## config.mk

```make
export PLATFORM = sky130hd
export DESIGN_NAME = card_cmd_engine
export DESIGN_NICKNAME = d
export VERILOG_FILES = /design/src/rtl/ccp_pkg.sv /design/src/rtl/ccp_tx.sv /design/src/rtl/ccp_rx.sv /design/src/rtl/ccp_flags.sv /design/src/rtl/card_cmd_engine.sv
export SDC_FILE = /design/constraint.sdc
export NUM_CORES = 1
export LEC_CHECK = 0
export BUFFER_PORTS_ARGS = -buffer_cell sky130_fd_sc_hd__buf_2
export CAP_MARGIN = 20
export CORE_ASPECT_RATIO = 0.7
export CORE_MARGIN = 4
export CORE_UTILIZATION = 25
export CTS_BUF_LIST = sky130_fd_sc_hd__clkbuf_2
export DETAILED_ROUTE_END_ITERATION = 16
export MAX_ROUTING_LAYER = met4
export PLACE_DENSITY = 0.43
export SLEW_MARGIN = 10
export SYNTH_ARGS = -nofsm -noshare
export SYNTH_HDL_FRONTEND = slang
export SYNTH_HIERARCHICAL = 1
export SYNTH_SLANG_ARGS = --single-unit
```

## constraint.sdc

```tcl
create_clock -name clk -period 6.9 [get_ports clk]
set_clock_uncertainty 0.1 [all_clocks]
set_input_delay 0.69 -clock clk [delete_from_list [all_inputs] [get_ports clk]]
set_output_delay 0.69 -clock clk [all_outputs]
set_load 0.02 [all_outputs]
```

## src/rtl/ccp_pkg.sv

```systemverilog
package ccp_pkg;
  localparam int IDX_W        = 6;
  localparam int ARG_W        = 32;
  localparam int CRC_W        = 7;
  localparam int NFLAG        = 4;
  localparam int FRAME_BITS   = 2 + IDX_W + ARG_W + CRC_W + 1;
  localparam int HDR_BITS     = 2 + IDX_W + ARG_W;
  localparam int RESP_W       = 128;
  localparam int SHORT_BITS   = FRAME_BITS - 1;   // bits after the start bit
  localparam int LONG_BITS    = 135;              // bits after the start bit
  localparam int SHORT_CRC_N  = HDR_BITS - 1;     // covered bits after start
  localparam int LONG_SKIP    = 7;                // tx bit + 6 reserved
  localparam int LONG_CRC_N   = 120;
  localparam int STAT_LSB     = CRC_W + 1;

  localparam int FLG_SENT = 0;
  localparam int FLG_REND = 1;
  localparam int FLG_TMO  = 2;
  localparam int FLG_CRC  = 3;

  function automatic logic [CRC_W-1:0] crc7_step(input logic [CRC_W-1:0] c, input logic b);
    logic fb;
    fb = b ^ c[CRC_W-1];
    return {c[CRC_W-2:0], 1'b0} ^ (fb ? 7'h09 : 7'h00);
  endfunction

  function automatic logic [CRC_W-1:0] crc7_hdr(input logic [HDR_BITS-1:0] v);
    logic [CRC_W-1:0] c;
    c = '0;
    for (int i = HDR_BITS - 1; i >= 0; i--) c = crc7_step(c, v[i]);
    return c;
  endfunction
endpackage

```

## src/rtl/ccp_tx.sv

```systemverilog
module ccp_tx #(
  parameter int FB = 48
) (
  input  logic          clk,
  input  logic          rst,
  input  logic          load,
  input  logic [FB-1:0] frame_in,
  output logic          line_o,
  output logic          line_oe,
  output logic          last
);
  localparam int CW = $clog2(FB);

  logic [FB-1:0] shreg;
  logic [CW-1:0] cnt;
  logic          active;

  always_ff @(posedge clk) begin
    if (rst) begin
      shreg  <= '1;
      cnt    <= '0;
      active <= 1'b0;
    end else if (load) begin
      shreg  <= frame_in;
      cnt    <= CW'(FB - 1);
      active <= 1'b1;
    end else if (active) begin
      shreg <= {shreg[FB-2:0], 1'b1};
      cnt   <= cnt - 1'b1;
      if (cnt == '0) active <= 1'b0;
    end
  end

  assign line_o  = shreg[FB-1];
  assign line_oe = active;
  assign last    = active && (cnt == '0);
endmodule

```

## src/rtl/ccp_rx.sv

```systemverilog
module ccp_rx
  import ccp_pkg::*;
#(
  parameter int TMO_CYCLES = 64
) (
  input  logic              clk,
  input  logic              rst,
  input  logic              arm,
  input  logic              long_sel,
  input  logic              line_i,
  output logic              ok,
  output logic              bad,
  output logic              tmo,
  output logic [RESP_W-1:0] resp_q
);
  localparam int TW = $clog2(TMO_CYCLES);
  localparam int BW = $clog2(LONG_BITS + 1);

  typedef enum logic [1:0] {RX_OFF, RX_HUNT, RX_SHIFT} rx_ph_t;

  rx_ph_t            ph;
  logic [TW-1:0]     hunt_cnt;
  logic [BW-1:0]     pos;
  logic [RESP_W-2:0] sreg;
  logic [CRC_W-1:0]  crc;
  logic              long_q;
  logic [RESP_W-1:0] shifted;
  logic              crc_en;
  logic              last;
  logic              match;

  assign shifted = {sreg, line_i};
  assign crc_en  = long_q ? (pos >= BW'(LONG_SKIP) && pos < BW'(LONG_SKIP + LONG_CRC_N))
                          : (pos < BW'(SHORT_CRC_N));
  assign last    = (ph == RX_SHIFT) &&
                   (pos == (long_q ? BW'(LONG_BITS - 1) : BW'(SHORT_BITS - 1)));
  assign match   = (crc == shifted[CRC_W:1]);
  assign ok      = last && match;
  assign bad     = last && !match;
  assign tmo     = (ph == RX_HUNT) && line_i && (hunt_cnt == TW'(TMO_CYCLES - 1));

  always_ff @(posedge clk) begin
    if (rst) begin
      ph       <= RX_OFF;
      hunt_cnt <= '0;
      pos      <= '0;
      sreg     <= '0;
      crc      <= '0;
      long_q   <= 1'b0;
      resp_q   <= '0;
    end else begin
      unique case (ph)
        RX_OFF: if (arm) begin
          ph       <= RX_HUNT;
          hunt_cnt <= '0;
          long_q   <= long_sel;
        end
        RX_HUNT: begin
          if (!line_i) begin
            ph  <= RX_SHIFT;
            pos <= '0;
            crc <= '0;
          end else if (tmo) begin
            ph <= RX_OFF;
          end else begin
            hunt_cnt <= hunt_cnt + 1'b1;
          end
        end
        RX_SHIFT: begin
          sreg <= shifted[RESP_W-2:0];
          pos  <= pos + 1'b1;
          if (crc_en) crc <= crc7_step(crc, line_i);
          if (last) begin
            ph <= RX_OFF;
            if (long_q) resp_q <= shifted;
            else resp_q <= {shifted[STAT_LSB+ARG_W-1:STAT_LSB], {(RESP_W-ARG_W){1'b0}}};
          end
        end
        default: ph <= RX_OFF;
      endcase
    end
  end
endmodule

```

## src/rtl/ccp_flags.sv

```systemverilog
module ccp_flags #(
  parameter int NF = 4
) (
  input  logic          clk,
  input  logic          rst,
  input  logic [NF-1:0] set_bits,
  input  logic          clr_wr,
  input  logic [NF-1:0] clr_bits,
  output logic [NF-1:0] flags_q
);
  logic [NF-1:0] clr_mask;
  assign clr_mask = clr_wr ? clr_bits : '0;

  always_ff @(posedge clk) begin
    if (rst) flags_q <= '0;
    else     flags_q <= (flags_q & ~clr_mask) | set_bits;
  end
endmodule

```

## src/rtl/card_cmd_engine.sv

```systemverilog
module card_cmd_engine
  import ccp_pkg::*;
#(
  parameter int TMO_CYCLES = 64
) (
  input  logic             clk,
  input  logic             rst,
  input  logic             cmd_wr,
  input  logic             cmd_start,
  input  logic             cmd_want_resp,
  input  logic             cmd_long,
  input  logic [IDX_W-1:0] cmd_index,
  input  logic [ARG_W-1:0] cmd_arg,
  input  logic             clr_wr,
  input  logic [NFLAG-1:0] clr_bits,
  input  logic             line_i,
  output logic             line_o,
  output logic             line_oe,
  output logic             busy,
  output logic [NFLAG-1:0] flags,
  output logic [31:0]      resp_w0,
  output logic [31:0]      resp_w1,
  output logic [31:0]      resp_w2,
  output logic [31:0]      resp_w3
);
  typedef enum logic [1:0] {S_IDLE, S_SEND, S_LISTEN} eng_st_t;

  eng_st_t              st;
  logic                 want_q;
  logic                 long_q;
  logic                 accept;
  logic [HDR_BITS-1:0]  hdr;
  logic [FRAME_BITS-1:0] frame;
  logic                 tx_last;
  logic                 rx_ok, rx_bad, rx_tmo;
  logic                 arm;
  logic [NFLAG-1:0]     set_bits;
  logic [RESP_W-1:0]    resp_q;

  assign accept = cmd_wr && cmd_start && (st == S_IDLE);
  assign hdr    = {1'b0, 1'b1, cmd_index, cmd_arg};
  assign frame  = {hdr, crc7_hdr(hdr), 1'b1};
  assign arm    = (st == S_SEND) && tx_last && want_q;

  always_comb begin
    set_bits           = '0;
    set_bits[FLG_SENT] = (st == S_SEND) && tx_last && !want_q;
    set_bits[FLG_REND] = (st == S_LISTEN) && rx_ok;
    set_bits[FLG_CRC]  = (st == S_LISTEN) && rx_bad;
    set_bits[FLG_TMO]  = (st == S_LISTEN) && rx_tmo;
  end

  always_ff @(posedge clk) begin
    if (rst) begin
      st     <= S_IDLE;
      want_q <= 1'b0;
      long_q <= 1'b0;
    end else begin
      unique case (st)
        S_IDLE: if (accept) begin
          st     <= S_SEND;
          want_q <= cmd_want_resp;
          long_q <= cmd_long;
        end
        S_SEND:   if (tx_last) st <= want_q ? S_LISTEN : S_IDLE;
        S_LISTEN: if (rx_ok || rx_bad || rx_tmo) st <= S_IDLE;
        default:  st <= S_IDLE;
      endcase
    end
  end

  ccp_tx #(.FB(FRAME_BITS)) tx_i (
    .clk(clk), .rst(rst), .load(accept), .frame_in(frame),
    .line_o(line_o), .line_oe(line_oe), .last(tx_last)
  );

  ccp_rx #(.TMO_CYCLES(TMO_CYCLES)) rx_i (
    .clk(clk), .rst(rst), .arm(arm), .long_sel(long_q), .line_i(line_i),
    .ok(rx_ok), .bad(rx_bad), .tmo(rx_tmo), .resp_q(resp_q)
  );

  ccp_flags #(.NF(NFLAG)) flg_i (
    .clk(clk), .rst(rst), .set_bits(set_bits), .clr_wr(clr_wr),
    .clr_bits(clr_bits), .flags_q(flags)
  );

  assign busy    = (st != S_IDLE);
  assign resp_w0 = resp_q[127:96];
  assign resp_w1 = resp_q[95:64];
  assign resp_w2 = resp_q[63:32];
  assign resp_w3 = resp_q[31:0];
endmodule

```

==> results of run 1 <==
## cells by family (layout without fill, tap and decap cells)
| logic type | Yosys count | after routing | synth area share |
|---|---|---|---|
| other | 2 | 7 | 0.000545 |
| flip-flops | 342 | 342 | 0.497 |
| AO/OA/AOI/OAI | 318 | 318 | 0.156 |
| adder cells (fa/ha/maj) | 5 | 5 | 0.00454 |
| XOR/XNOR | 75 | 75 | 0.0735 |
| buffers and inverters | 124 | 425 | 0.0376 |
| multiplexers | 133 | 133 | 0.101 |
| AND/OR/NAND/NOR | 429 | 429 | 0.130 |
## routing by layer
layer | vias up | global-route usage | part of all wire
li1 | 5481 | - | -
met1 | 5123 | 0.189 | 0.52
met4 | 0 | 0.0404 | 0.019
met2 | 229 | 0.180 | 0.41
met3 | 68 | 0.0373 | 0.050
met5 | - | - | 0
## final timing paths
path                      end  slack (ns)  cells past startpoint
min reg2reg       rx_i/crc[4]        0.33                      2
max reg2reg  flg_i/flags_q[3]        2.67                      9
max          flg_i/flags_q[3]        2.67                      9
min               tx_i/cnt[4]        0.22                      5
## state kept, by name (all words and copies together) (netlist names), 4 cells and up
| name | flops |
|---|---|
| rx_i/resp_q | 128 |
| rx_i/sreg | 127 |
| tx_i/shreg | 48 |
| rx_i/pos | 8 |
| rx_i/crc | 7 |
| rx_i/hunt_cnt | 6 |
| tx_i/cnt | 6 |
| flg_i/flags_q | 4 |
## per-stage QoR
step / util / hold WS (ns) / power, mW / worst slack [ns]
2_1_floorplan: - / 0.336 / 2.56 / 3.92
3_3_place_gp: 0.283 / 0.343 / 2.68 / 3.16
3_5_place_dp: 0.283 / 0.353 / 2.68 / 3.11
4_1_cts: 0.307 / 0.0224 / 4.16 / 2.68
5_1_grt: 0.309 / 0.0369 / 4.31 / 2.37
6_report: 0.309 / 0.224 / 4.05 / 2.67
## worst max-delay path: cells and delay by family, from the launching register on
| family | cells | cell delay [ns] |
|---|---|---|
| AOI/OAI and AO/OA | 3 | 1.09 |
| DFF | 1 | 0.73 |
| buffers and inverters | 4 | 1.71 |
| and+or+nand+nor | 2 | 0.44 |
## Yosys cell counts (all sizes together), types with 2 or more instances
| library cell | number |
|---|---|
| dfxtp | 342 |
| nand2 | 311 |
| a21oi | 144 |
| a22o | 96 |
| mux2i | 84 |
| clkbuf | 69 |
| nor2 | 61 |
| mux2 | 49 |
| buf | 35 |
| a211oi | 34 |
| xnor2 | 34 |
| inv | 20 |
| xnor3 | 20 |
| xor2 | 17 |
| o21ai | 11 |
| and3 | 7 |
| nor2b | 7 |
| o32ai | 7 |
| and2 | 6 |
| nand3 | 6 |
| ha | 5 |
| nor4 | 5 |
| a311oi | 4 |
| nor3 | 4 |
| xor3 | 4 |
| a2111oi | 3 |
| a21boi | 3 |
| a22oi | 3 |
| nand2b | 3 |
| or2 | 3 |
| or3 | 3 |
| a211o | 2 |
| and4bb | 2 |
| conb | 2 |
| nand4 | 2 |
| nor4b | 2 |
| o211ai | 2 |
| o31a | 2 |
| o31ai | 2 |
| or4 | 2 |
## layout make-up
| type | count | area share |
|---|---|---|
| Multi-Input combinational cell | 963 | 0.386 |
| Sequential cell | 342 | 0.410 |
| Antenna cell | 4 | 0.000599 |
| Clock buffer | 126 | 0.0378 |
| Tap cell | 730 | 0.0547 |
| Clock inverter | 27 | 0.00876 |
| Inverter | 20 | 0.00449 |
| Timing Repair Buffer | 252 | 0.0978 |
## power by group
group	internal, mW	switching, mW
combinational	0.362	0.266
clock	0.531	0.857
sequential	2.01	0.0203
==> metrics, run 1 <==
pwr dens=about 240 nW/um2; Total GRT Usage=0.133; setup violators final=0; RSZ-0062 raised after global routing=no; Layout fillers=5714; CTS max path bufs=3; vias after detailed routing=10900; synth top area cells=dfxtp_1 50%, nand2_1 8.4%, mux2i_1 6.1%; Worst-Skew Late Latency=~1.0 ns; cell mode on critical path=buf_4; Yosys reg bits=about 340; setup TNS=0 ns; IO Count=185; min-delay worst type=in2reg; H-tree depth=3; vias in the first global route=10600; most frequent cells in the layout=340 x dfxtp_1, 310 x nand2_1, 183 x buf_2; Synth top area share=0.497; Post-Syn Area=13800 um2; Core ar.=54100 um2; Slew Limit Fails=0; outcome=finished clean; # port buffers=~180; Clk pin slew, worst setup/hold paths=0.08 ns; YS warnings=6; Seq. cell area=slightly below 7000 um2; Clock Sinks=342; crit-path cells=nor2b_4 > buf_4 > o2111a_2 > buf_4 > a21boi_0 > and2_1 > inv_1 > a311oi_1 > dlygate4sd3_1; Post-CTS Setup Bufs=0; Post-synth EDFFs=0; Crit-path slowest cell=dfxtp_1; Total Wirelength=38.5 mm; final antenna-violating net count=0; worst relative slew slack=0.401; Worst path max stage delay=around 0.73 ns; hold_buf cts=54; Die W=289 um; Max Freq=around 0.24 GHz; vias per std cell=4.42; dpl cells=about 2300; Hold Startpoint=cmd_wr; final hold vios=0; CTS Root Cell=clkbuf_2; Synth Flop Type=dfxtp_1; Post-Layout Cell Count=2464; average wire per cell in the routed design=15.6 um; chip height=204 um; antenna violations before repair=2; distinct cell type count after synthesis=60; critical path peak fanout=64; post-cts sizing count=0; Multi-input gate area=6450 um2; initial core utilization=0.255; FFs w/ async S/R, synth=0; Yosys top cell by area=dfxtp_1; Starting DRT DRC Count=648; WS Path Type=reg2reg; crit path DAT=4.98 ns; fin crit period=4.23 ns; nets@finish=around 1700; Max Cap Viol=0; Syn-to-layout area delta=21.2%; Critical Path Source Type=flip-flop; crit end category=flip-flop; WP data required=7.66 ns; total CTS buffers=91; CTS tree=done; Worst-Margin Slew=0.899 ns; fraction of layout cells with a size suffix above 1=0.230; die area=just under 60000 um2; GPL Wtd Cong=about 0.78; hpwl dp=23.9 mm; Syn Inst Count=1428; crit path from=rx_i/ph[1]; fin crit share=0.613; RR Startpoint=rx_i/ph[1]; VDD IR max=113 uV; design area=16700 um2; Remaining Overflow, GRT=0; 1st-pass router iterations=5; largest net degree at the start of global routing=101; syn avg cell area=9.65 um2; first-pass GRT wire length=about 61 mm; sequential cell area fraction in the yosys report=0.497; Placed Area=15300 um2; Leak Pwr=6.70 nW; Std-Cell Rows=roughly 70; most common cell after layout, fill and taps aside=dfxtp_1; # DRC=0
No activity file was read; power rests on OpenSTA's default activity.
==> inputs of run 2 (changes only) <==
Settings changed: PLACE_DENSITY 0.43 to 0.45.
Clock period 6.9 ns to 3.8 ns, I/O delays scaled along.
==> run 2 against run 1 <==
Global-route usage fell by 0.17 points. Maximum frequency grew 44%. Die area stayed put. Cell count increased by 1.9%. Utilization is 0.86 points higher. Critical path type unchanged.
==> metrics, run 2 (synthesis gave the netlist of run 1 again) <==
Worst-Margin Slew=0.993 ns; initial core utilization=0.255; first-pass GRT wire length=60.5 mm; WP data required=~4.7 ns; vias per std cell=4.41; Total Wirelength=38.1 mm; critical path peak fanout=19; GPL Wtd Cong=~0.8; Slew Limit Fails=0; RSZ-0062 raised after global routing=no; CTS max path bufs=3; fin crit period=2.94 ns; Total GRT Usage=0.131; Die W=~290 um; worst relative slew slack=0.335; Biggest register=rx_i/resp_q; nets@finish=1769; vias in the first global route=10800; setup TNS=0 ns; die area=roughly 60000 um2; Crit-path slowest cell=dfxtp_1; Worst path max stage delay=0.81 ns; crit path DAT=3.80 ns; Remaining Overflow, GRT=0; average wire per cell in the routed design=15.2 um; # DRC=0; fin crit share=0.773; Std-Cell Rows=roughly 70; Syn-to-layout area delta=24.6%; antenna violations before repair=2; Max Cap Viol=0; CTS tree=done; design area=17200 um2; cell family with most CP delay=compound AO/OA/AOI/OAI gates; fraction of layout cells with a size suffix above 1=0.234; max FFs per register=128; VDD IR max=235 uV; Worst-Skew Late Latency=1.02 ns; most frequent cells in the layout=340 x dfxtp_1, 310 x nand2_1, 183 x buf_2; H-tree depth=3; Leak Pwr=approximately 7 nW; Placed Area=~15000 um2; pwr dens=428 nW/um2; Clock Sinks=342; outcome=finished clean; final antenna-violating net count=0; hpwl dp=23.5 mm; Max Freq=between 0.3 and 0.4 GHz; vias after detailed routing=~11000; CP Buf/Inv Count=2; crit end category=flip-flop; min-delay worst type=in2reg; Core ar.=between 50000 and 60000 um2; Regs by FF count=rx_i/resp_q (128), rx_i/sreg (127), tx_i/shreg (48); crit-path cells=nor2b_4 > o2111a_2 > a21boi_0 > and2_1 > inv_1 > a311oi_1 > dlygate4sd3_1; final hold vios=0; 1st-pass router iterations=5; Starting DRT DRC Count=726; # port buffers=184; IO Count=185; WS Path Type=reg2reg; chip height=between 200 and 250 um; setup violators final=0; Clk pin slew, worst setup/hold paths=0.10 ns; Post-CTS Setup Bufs=0; CTS Root Cell=clkbuf_2; Critical Path Source Type=flip-flop; most common cell after layout, fill and taps aside=dfxtp_1; total CTS buffers=90; largest net degree at the start of global routing=between 100 and 150
[run 2: changes by cell type in the layout (fill, tap and decap cells not counted), sizes merged]
cell	previous run	this run
dlygate4sd3	54	96
clkinv	25	9
clkbuf	126	138
buf	198	201
diode	4	7
inv	21	23
bufinv	1	0
clkinvlp	0	1
[run 2: layout make-up]
| type | instances | area [um2] |
|---|---|---|
| Sequential cell | 342 | 6850 |
| Timing Repair Buffer | 297 | 2100 |
| Clock buffer | 138 | 691 |
| Multi-Input combinational cell | 963 | 6450 |
| Clock inverter | 13 | 75.1 |
| Fill cell | 5679 | 36900 |
| Tap cell | 730 | 913 |
| Inverter | 20 | 75.1 |
| Antenna cell | 7 | 17.5 |
[run 2: metrics by stage]
stage	power, mW	setup slack [ns]	std cells	util	hold slack [ns]
after CTS	7.52	0.837	2503	0.317	0.00129
after global placement	4.86	0.843	2256	0.285	0.341
final	7.35	0.863	2510	0.317	0.174
after detailed placement	4.86	0.831	2256	0.285	0.355
after global routing	7.82	0.589	2508	0.317	-0.00270
after floorplan	4.65	1.13	1429	-	0.336
[run 2: repair_timing]
item / in CTS / in global routing
hold buffers: 96 / 0
setup endpoints to repair: 0 / 0
resized for setup: 0 / 0
hold endpoints to repair: 153 / 0
[run 2: report_power, final]
| group | leakage (nW) | total [mW] | switching (mW) | internal [mW] |
|---|---|---|---|---|
| combinational | 3.54 | 1.16 | 0.477 | 0.683 |
| clock | 0.611 | 2.50 | 1.54 | 0.962 |
| sequential | 2.76 | 3.69 | 0.0399 | 3.65 |
[run 2: worst paths after layout]
check	slack, ns	startpoint	cells past startpoint	to
worst max-delay path	0.86	rx_i/ph[1]	7	flg_i/flags_q[3]
worst min-delay path	0.17	cmd_arg[11]	4	tx_i/shreg[19]
worst max register to register	0.86	rx_i/ph[1]	7	flg_i/flags_q[3]
worst min register to register	0.35	rx_i/sreg[103]	2	rx_i/sreg[104]
[run 2: worst register-to-register path, cell delays in order (launching register included)]
cell and delay (ns):
dfxtp_1 0.81, nor2b_4 0.32, o2111a_2 0.31, a21boi_0 0.28
and2_1 0.20, inv_1 0.04, a311oi_1 0.24, dlygate4sd3_1 0.57
[run 2: per-layer routing]
| layer | track usage | routed length [um] |
|---|---|---|
| met1 | 0.181 | 19300 |
| met2 | 0.180 | 16000 |
| met3 | 0.0421 | 2160 |
| met4 | 0.0405 | 682 |
| met5 | - | 0 |
